<file path="src/rtl/synth_cfg_pkg.sv">
package synth_cfg_pkg;
  localparam int M_W     = 9;
  localparam int N_W     = 2;
  localparam int PAY_W   = 1 + N_W + M_W;   // stored part of a serial frame
  localparam int FRAME_W = PAY_W + 2;       // two null slots lead the frame
  localparam int RATIO_W = 1 << N_W;

  localparam logic [N_W-1:0] N_DIV2 = 2'b01;

  // field order matches the order of the stored payload bits
  typedef struct packed {
    logic           ssc;
    logic [N_W-1:0] n;
    logic [M_W-1:0] m;
  } cfg_t;
endpackage

</file>
<file path="src/rtl/sync_vec.sv">
module sync_vec #(
  parameter int W      = 4,
  parameter int STAGES = 2
) (
  input  logic         clk,
  input  logic         rst_n,
  input  logic [W-1:0] d_i,
  output logic [W-1:0] q_o
);
  localparam int CHAIN_W = W * STAGES;

  logic [CHAIN_W-1:0] chain_q, chain_d;

  always_comb begin
    chain_d = {chain_q[CHAIN_W-W-1:0], d_i};
  end

  always_ff @(posedge clk or negedge rst_n) begin
    if (!rst_n) chain_q <= '0;
    else        chain_q <= chain_d;
  end

  assign q_o = chain_q[CHAIN_W-1 -: W];
endmodule

</file>
<file path="src/rtl/rise_det.sv">
module rise_det #(
  parameter int W = 2
) (
  input  logic         clk,
  input  logic         rst_n,
  input  logic [W-1:0] lvl_i,
  output logic [W-1:0] rise_o
);
  logic [W-1:0] prev_q;

  always_ff @(posedge clk or negedge rst_n) begin
    if (!rst_n) prev_q <= '0;
    else        prev_q <= lvl_i;
  end

  for (genvar b = 0; b < W; b++) begin : g_bit
    assign rise_o[b] = lvl_i[b] & ~prev_q[b];
  end
endmodule

</file>
<file path="src/rtl/frame_shifter.sv">
module frame_shifter #(
  parameter int W = 12
) (
  input  logic         clk,
  input  logic         rst_n,
  input  logic         shift_en_i,
  input  logic         bit_i,
  output logic [W-1:0] nxt_o
);
  logic [W-1:0] sh_q, sh_d;

  always_comb begin
    sh_d = sh_q;
    if (shift_en_i) sh_d = {sh_q[W-2:0], bit_i};
  end

  always_ff @(posedge clk or negedge rst_n) begin
    if (!rst_n) sh_q <= '0;
    else        sh_q <= sh_d;
  end

  assign nxt_o = sh_d;


  shift_in_chk: assert property (@(posedge clk) disable iff (!rst_n)
    shift_en_i |=> sh_q[0] == $past(bit_i));


  no_shift_chk: assert property (@(posedge clk) disable iff (!rst_n)
    !shift_en_i |=> $stable(sh_q));
endmodule

</file>
<file path="src/rtl/cfg_bank.sv">
module cfg_bank
  import synth_cfg_pkg::*;
#(
  parameter logic [M_W-1:0] M_RST = 9'd200
) (
  input  logic             clk,
  input  logic             rst_n,
  input  logic             par_mode_i,
  input  logic [M_W-1:0]   par_m_i,
  input  logic             xfer_i,
  input  logic [PAY_W-1:0] pay_i,
  output cfg_t             cfg_o
);
  cfg_t cfg_q, cfg_d;
  cfg_t pay;

  assign pay = cfg_t'(pay_i);

  always_comb begin
    cfg_d = cfg_q;
    if (par_mode_i) begin
      cfg_d.m = par_m_i;
      cfg_d.n = N_DIV2;
    end else if (xfer_i) begin
      cfg_d = pay;
    end
  end

  always_ff @(posedge clk or negedge rst_n) begin
    if (!rst_n) begin
      cfg_q.m   <= M_RST;
      cfg_q.n   <= N_DIV2;
      cfg_q.ssc <= 1'b0;
    end else begin
      cfg_q <= cfg_d;
    end
  end

  assign cfg_o = cfg_q;


  par_pass_chk: assert property (@(posedge clk) disable iff (!rst_n)
    par_mode_i |=> cfg_q.m == $past(par_m_i));


  par_div2_chk: assert property (@(posedge clk) disable iff (!rst_n)
    par_mode_i |=> cfg_q.n == N_DIV2);


  hold_chk: assert property (@(posedge clk) disable iff (!rst_n)
    (!par_mode_i && !xfer_i) |=> $stable(cfg_q));
endmodule

</file>
<file path="src/rtl/synth_cfg_loader.sv">
module synth_cfg_loader
  import synth_cfg_pkg::*;
#(
  parameter logic [M_W-1:0] M_MIN       = 9'd125,
  parameter logic [M_W-1:0] M_MAX       = 9'd350,
  parameter logic [M_W-1:0] M_RST       = 9'd200,
  parameter int             SYNC_STAGES = 2
) (
  input  logic               clk,
  input  logic               rst_n,
  input  logic [M_W-1:0]     par_m_i,
  input  logic               par_strobe_i,
  input  logic               ser_clk_i,
  input  logic               ser_data_i,
  input  logic               ser_strobe_i,
  output logic [M_W-1:0]     m_o,
  output logic [RATIO_W-1:0] div_ratio_o,
  output logic               ssc_o,
  output logic               m_ok_o
);
  localparam int NCTL = 4;
  localparam int I_PS = 0, I_SC = 1, I_SS = 2, I_SD = 3;

  logic [NCTL-1:0]  raw, lvl;
  logic [1:0]       rise;    // [0] serial clock, [1] serial strobe
  logic             par_mode, shift_en, xfer;
  logic [PAY_W-1:0] pay_nxt;
  cfg_t             cfg;

  assign raw[I_PS] = par_strobe_i;
  assign raw[I_SC] = ser_clk_i;
  assign raw[I_SS] = ser_strobe_i;
  assign raw[I_SD] = ser_data_i;

  sync_vec #(.W(NCTL), .STAGES(SYNC_STAGES)) u_sync (
    .clk(clk), .rst_n(rst_n), .d_i(raw), .q_o(lvl)
  );

  rise_det #(.W(2)) u_rise (
    .clk(clk), .rst_n(rst_n), .lvl_i({lvl[I_SS], lvl[I_SC]}), .rise_o(rise)
  );

  assign par_mode = ~lvl[I_PS];
  assign shift_en = lvl[I_PS] & rise[0];
  assign xfer     = lvl[I_PS] & (rise[1] | (lvl[I_SS] & rise[0]));

  frame_shifter #(.W(PAY_W)) u_shift (
    .clk(clk), .rst_n(rst_n), .shift_en_i(shift_en),
    .bit_i(lvl[I_SD]), .nxt_o(pay_nxt)
  );

  cfg_bank #(.M_RST(M_RST)) u_bank (
    .clk(clk), .rst_n(rst_n), .par_mode_i(par_mode), .par_m_i(par_m_i),
    .xfer_i(xfer), .pay_i(pay_nxt), .cfg_o(cfg)
  );

  assign m_o         = cfg.m;
  assign ssc_o       = cfg.ssc;
  assign div_ratio_o = RATIO_W'(1) << cfg.n;
  assign m_ok_o      = (cfg.m >= M_MIN) && (cfg.m <= M_MAX);


  ratio_onehot_chk: assert property (@(posedge clk) disable iff (!rst_n)
    $countones(div_ratio_o) == 1);


  strobe_low_hold_chk: assert property (@(posedge clk) disable iff (!rst_n)
    (lvl[I_PS] && !lvl[I_SS] && !rise[1]) |=> $stable(m_o) && $stable(ssc_o));
endmodule

</file>
<file path="config.mk">
export PLATFORM = sky130hd
export DESIGN_NAME = synth_cfg_loader
export DESIGN_NICKNAME = d
export VERILOG_FILES = /design/src/rtl/synth_cfg_pkg.sv /design/src/rtl/sync_vec.sv /design/src/rtl/rise_det.sv /design/src/rtl/frame_shifter.sv /design/src/rtl/cfg_bank.sv /design/src/rtl/synth_cfg_loader.sv
export SDC_FILE = /design/constraint.sdc
export NUM_CORES = 1
export LEC_CHECK = 0
export BUFFER_PORTS_ARGS = -buffer_cell sky130_fd_sc_hd__buf_2
export CORE_AREA = 2 2 59 61
export DETAILED_ROUTE_END_ITERATION = 10
export DIE_AREA = 0 0 61 63
export PLACE_DENSITY = 0.75
export SYNTH_ARGS = -nofsm -noshare
export SYNTH_HDL_FRONTEND = slang
export SYNTH_SLANG_ARGS = --single-unit
</file>
<file path="constraint.sdc">
create_clock -name clk -period 4.1 [get_ports clk]
set_clock_uncertainty 0.1 [all_clocks]
set_input_delay 0.41 -clock clk [delete_from_list [all_inputs] [get_ports clk]]
set_output_delay 0.41 -clock clk [all_outputs]
set_load 0.03 [all_outputs]
</file>
==> run metrics <==
status finished, final reports clean; count of flip-flops with a built-in enable after synthesis 0; diodes inserted 0; clock slew at reported path FFs roughly 0.10 ns; number of distinct library cells after synthesis 26; buffers inserted during post-CTS setup optimization 0; most common library cells after synthesis dfrtp_1, nor2b_1, a221o_1, buf_4, mux2_4; hold violation total from the final report 0; Final GP Congestion approximately 0.78; proportion of netlist area held by the largest area contributor around 54%; post-synthesis to final-layout area growth 12.51%; flop2flop setup slack approximately 2.2 ns; sequential power share a little over half; cts bufs inserted 5; depth of the CTS H-tree 2; total routing usage reported by global routing approximately an eighth; slew at the pin closest to its max-slew limit ~0.9 ns; share of synthesized area occupied by flip-flops and latches ~60%; fin. max-slew vios 0; maximum number of pins on one net before global-route repair 35; kind of cell adding the most delay to the critical path flip-flops; DRC violation total after the first TritonRoute iteration 30; gate count of the mapped netlist between 100 and 150; via count roughly 830; final period demand of the worst path between 2 and 2.5 ns; Final nets between 100 and 150; cell internal power dissipation around 0.55 mW; Crit path buffers/inverters 1; area of the die 3843 µm²; Resize count post-CTS 0; effective utilization at floorplan a little over two fifths; # port buffers 29; number of nets still failing antenna checks after routing 0; CTS tree built; warning count from the yosys run 0; number of buffers inserted by hold repair at cts 0; kind of path behind the tightest hold check input pin to asynchronous set/reset pin; slowest stage cell, crit path dfstp_2; fraction of layout instances using a drive strength above 1 approximately two fifths; ports placed on the boundary 30; delay of the slowest cell on the worst path roughly 0.57 ns; HPWL after detailed placement 1600 µm; CTS root buffer clkbuf_4; final wirelength around 2200 µm; category of the worst setup path launch point flip-flop; area of the placeable core ~3200 µm²; required time worst endpoint between 3 and 4 ns; total of max-cap violations 0; first-pass GRT wire length around 3600 µm; post-DR wirelength/cell around 13 µm; Max FO, Critical Path 4; Sw Pwr between 0.2 and 0.25 mW; DRC 0; # setup viols final 0; synthesized net count 117; final sum of negative setup slack 0 ns; most common cell in the synthesized netlist dfrtp_1; classification of the worst setup path flip-flop to output port; average via count per standard cell roughly 4.8; element type at the critical path end output port; critical path arrival 1.57 ns; Clock power frac between 20% and 30%; Util after Layout between 40 and 50%; relative slew slack 40.66%; dominant synthesized flop cell dfrtp_1; detailed-router iteration count before antenna repair 3; cell chain of the critical path nand4_1 > o31ai_1 > a21oi_1 > buf_2; unrepaired setup endpoints after global routing no; highest achievable clock rate a little under 500 MHz; Power per Cell Area approximately 500 nW/µm²; # rows 21; GR Overflow Total 0; number of sinks handled by clock tree synthesis 34; Placed Instance Area 1505 µm²; leakage component of the power ~0.77 nW; ys async rst share 100.0%; Die Ht 63 µm; count of fill cells added during filler insertion 300; synthesis-stage register bit count 34; Final Instance Area around 1600 µm²; proportion of power drawn by combinational gates ~23%; top cells by area in the synthesized netlist dfrtp_1, dfstp_2, mux2_4; number of buffers on the longest clock path 2; maximum vdd drop approximately 0.21 mV; share of total power consumed by net switching 30.45%; Period Utilization, post-route 50.64%; clock insertion delay at the later pin of the skew report 0.34 ns; via count of the first global-routing pass between 800 and 900; cell type with the largest total area after synthesis dfrtp_1; Mapped Area around 1400 µm²; synthesized area divided by synthesized cell count roughly 14 µm²; antenna violations before repair 0; chip width approximately 61 µm
## routing by layer
layer | vias up | share of wire [%] | GRT usage, %
met5 | - | 0 | 0
met4 | 0 | 1.3 | 8.967
met3 | 4 | 8.0 | 6.418
met2 | 28 | 50 | 21.37
met1 | 403 | 41 | 13.01
li1 | 396 | - | -
## cell type report
type | count | area, µm² | share of cell area [%]
flip-flops and latches | 34 | 855.8 | 54.72
multi-input cells | 52 | 431.7 | 27.60
repair buffers | 29 | 145.1 | 9.280
well taps | 46 | 57.56 | 3.680
clock buffers | 5 | 37.54 | 2.400
clock inverters | 3 | 21.27 | 1.360
inverters | 4 | 15.01 | 0.9600
## sequential cells by signal, summed over array words and instances, names as in the netlist
signal	flops
u_rise.prev_q	2
u_sync.chain_q	8
u_bank.cfg_o	12
u_shift.sh_q	12
## worst paths after layout
path	cells after the start	end	start
max	4	m_ok_o	u_bank.cfg_o[6]$_DFFE_PN1P_
min	1	u_shift.sh_q[7]$_DFF_PN0_	rst_n
max in group asynchronous	1	u_shift.sh_q[10]$_DFF_PN0_	rst_n
min in group clk	1	u_sync.chain_q[3]$_DFF_PN0_	ser_data_i
min reg2reg	0	u_sync.chain_q[7]$_DFF_PN0_	u_sync.chain_q[3]$_DFF_PN0_
max reg2reg	4	u_bank.cfg_o[0]$_DFFE_PN0P_	u_rise.prev_q[0]$_DFF_PN0_
## cell families (layout without fill, tap and decap cells)
kind of cell | after synthesis | in the layout | share of synthesized area [%]
AND/OR/NAND/NOR | 22 | 22 | 8.911
flip-flops | 34 | 34 | 61.57
buffers and inverters | 16 | 41 | 7.379
AO/OA/AOI/OAI | 17 | 17 | 9.811
multiplexers | 13 | 13 | 12.33
## placed cells by master, fill, tap and decap left out, types with 2 or more instances in the layout
| master | instances |
|---|---|
| mux2_2 | 3 |
| dfstp_2 | 4 |
| dfrtp_1 | 30 |
| buf_2 | 29 |
| mux2_4 | 7 |
| a221o_1 | 9 |
| nand2_1 | 3 |
| nor2_1 | 4 |
| clkbuf_4 | 5 |
| nor2b_1 | 11 |
| a21oi_1 | 3 |
| inv_1 | 3 |
| mux2_1 | 2 |
## per-stage QoR
step / cells / hold slack (ns) / setup WS, ns / total power [mW]
final: 173 / 0.01067 / 2.024 / 0.7958
after detailed placement: 165 / 0.2347 / 2.171 / 0.6218
after global placement: 165 / 0.2315 / 2.202 / 0.6136
after CTS: 173 / 0.01465 / 1.984 / 0.8084
after floorplan: 102 / 0.01441 / 2.315 / 0.5877
after global routing: 173 / 0.03542 / 1.921 / 0.8403
## power groups by stage
stage	Clock, mW	Combinational (mW)	Sequential (mW)
6_report	0.181	0.179	0.436
3_3_place_gp	0	0.176	0.438
2_1_floorplan	0	0.158	0.430
5_1_grt	0.205	0.194	0.441
4_1_cts	0.191	0.181	0.436
3_5_place_dp	0	0.179	0.442
## worst reg2reg max path: cells and delay by family (launching register included)
kind               cells  cell delay, ns
AOI/OAI and AO/OA      1            0.30
muxes                  1            0.45
and+or+nand+nor        2            0.60
DFF                    1            0.39
Power figures use the tool's default switching activity.
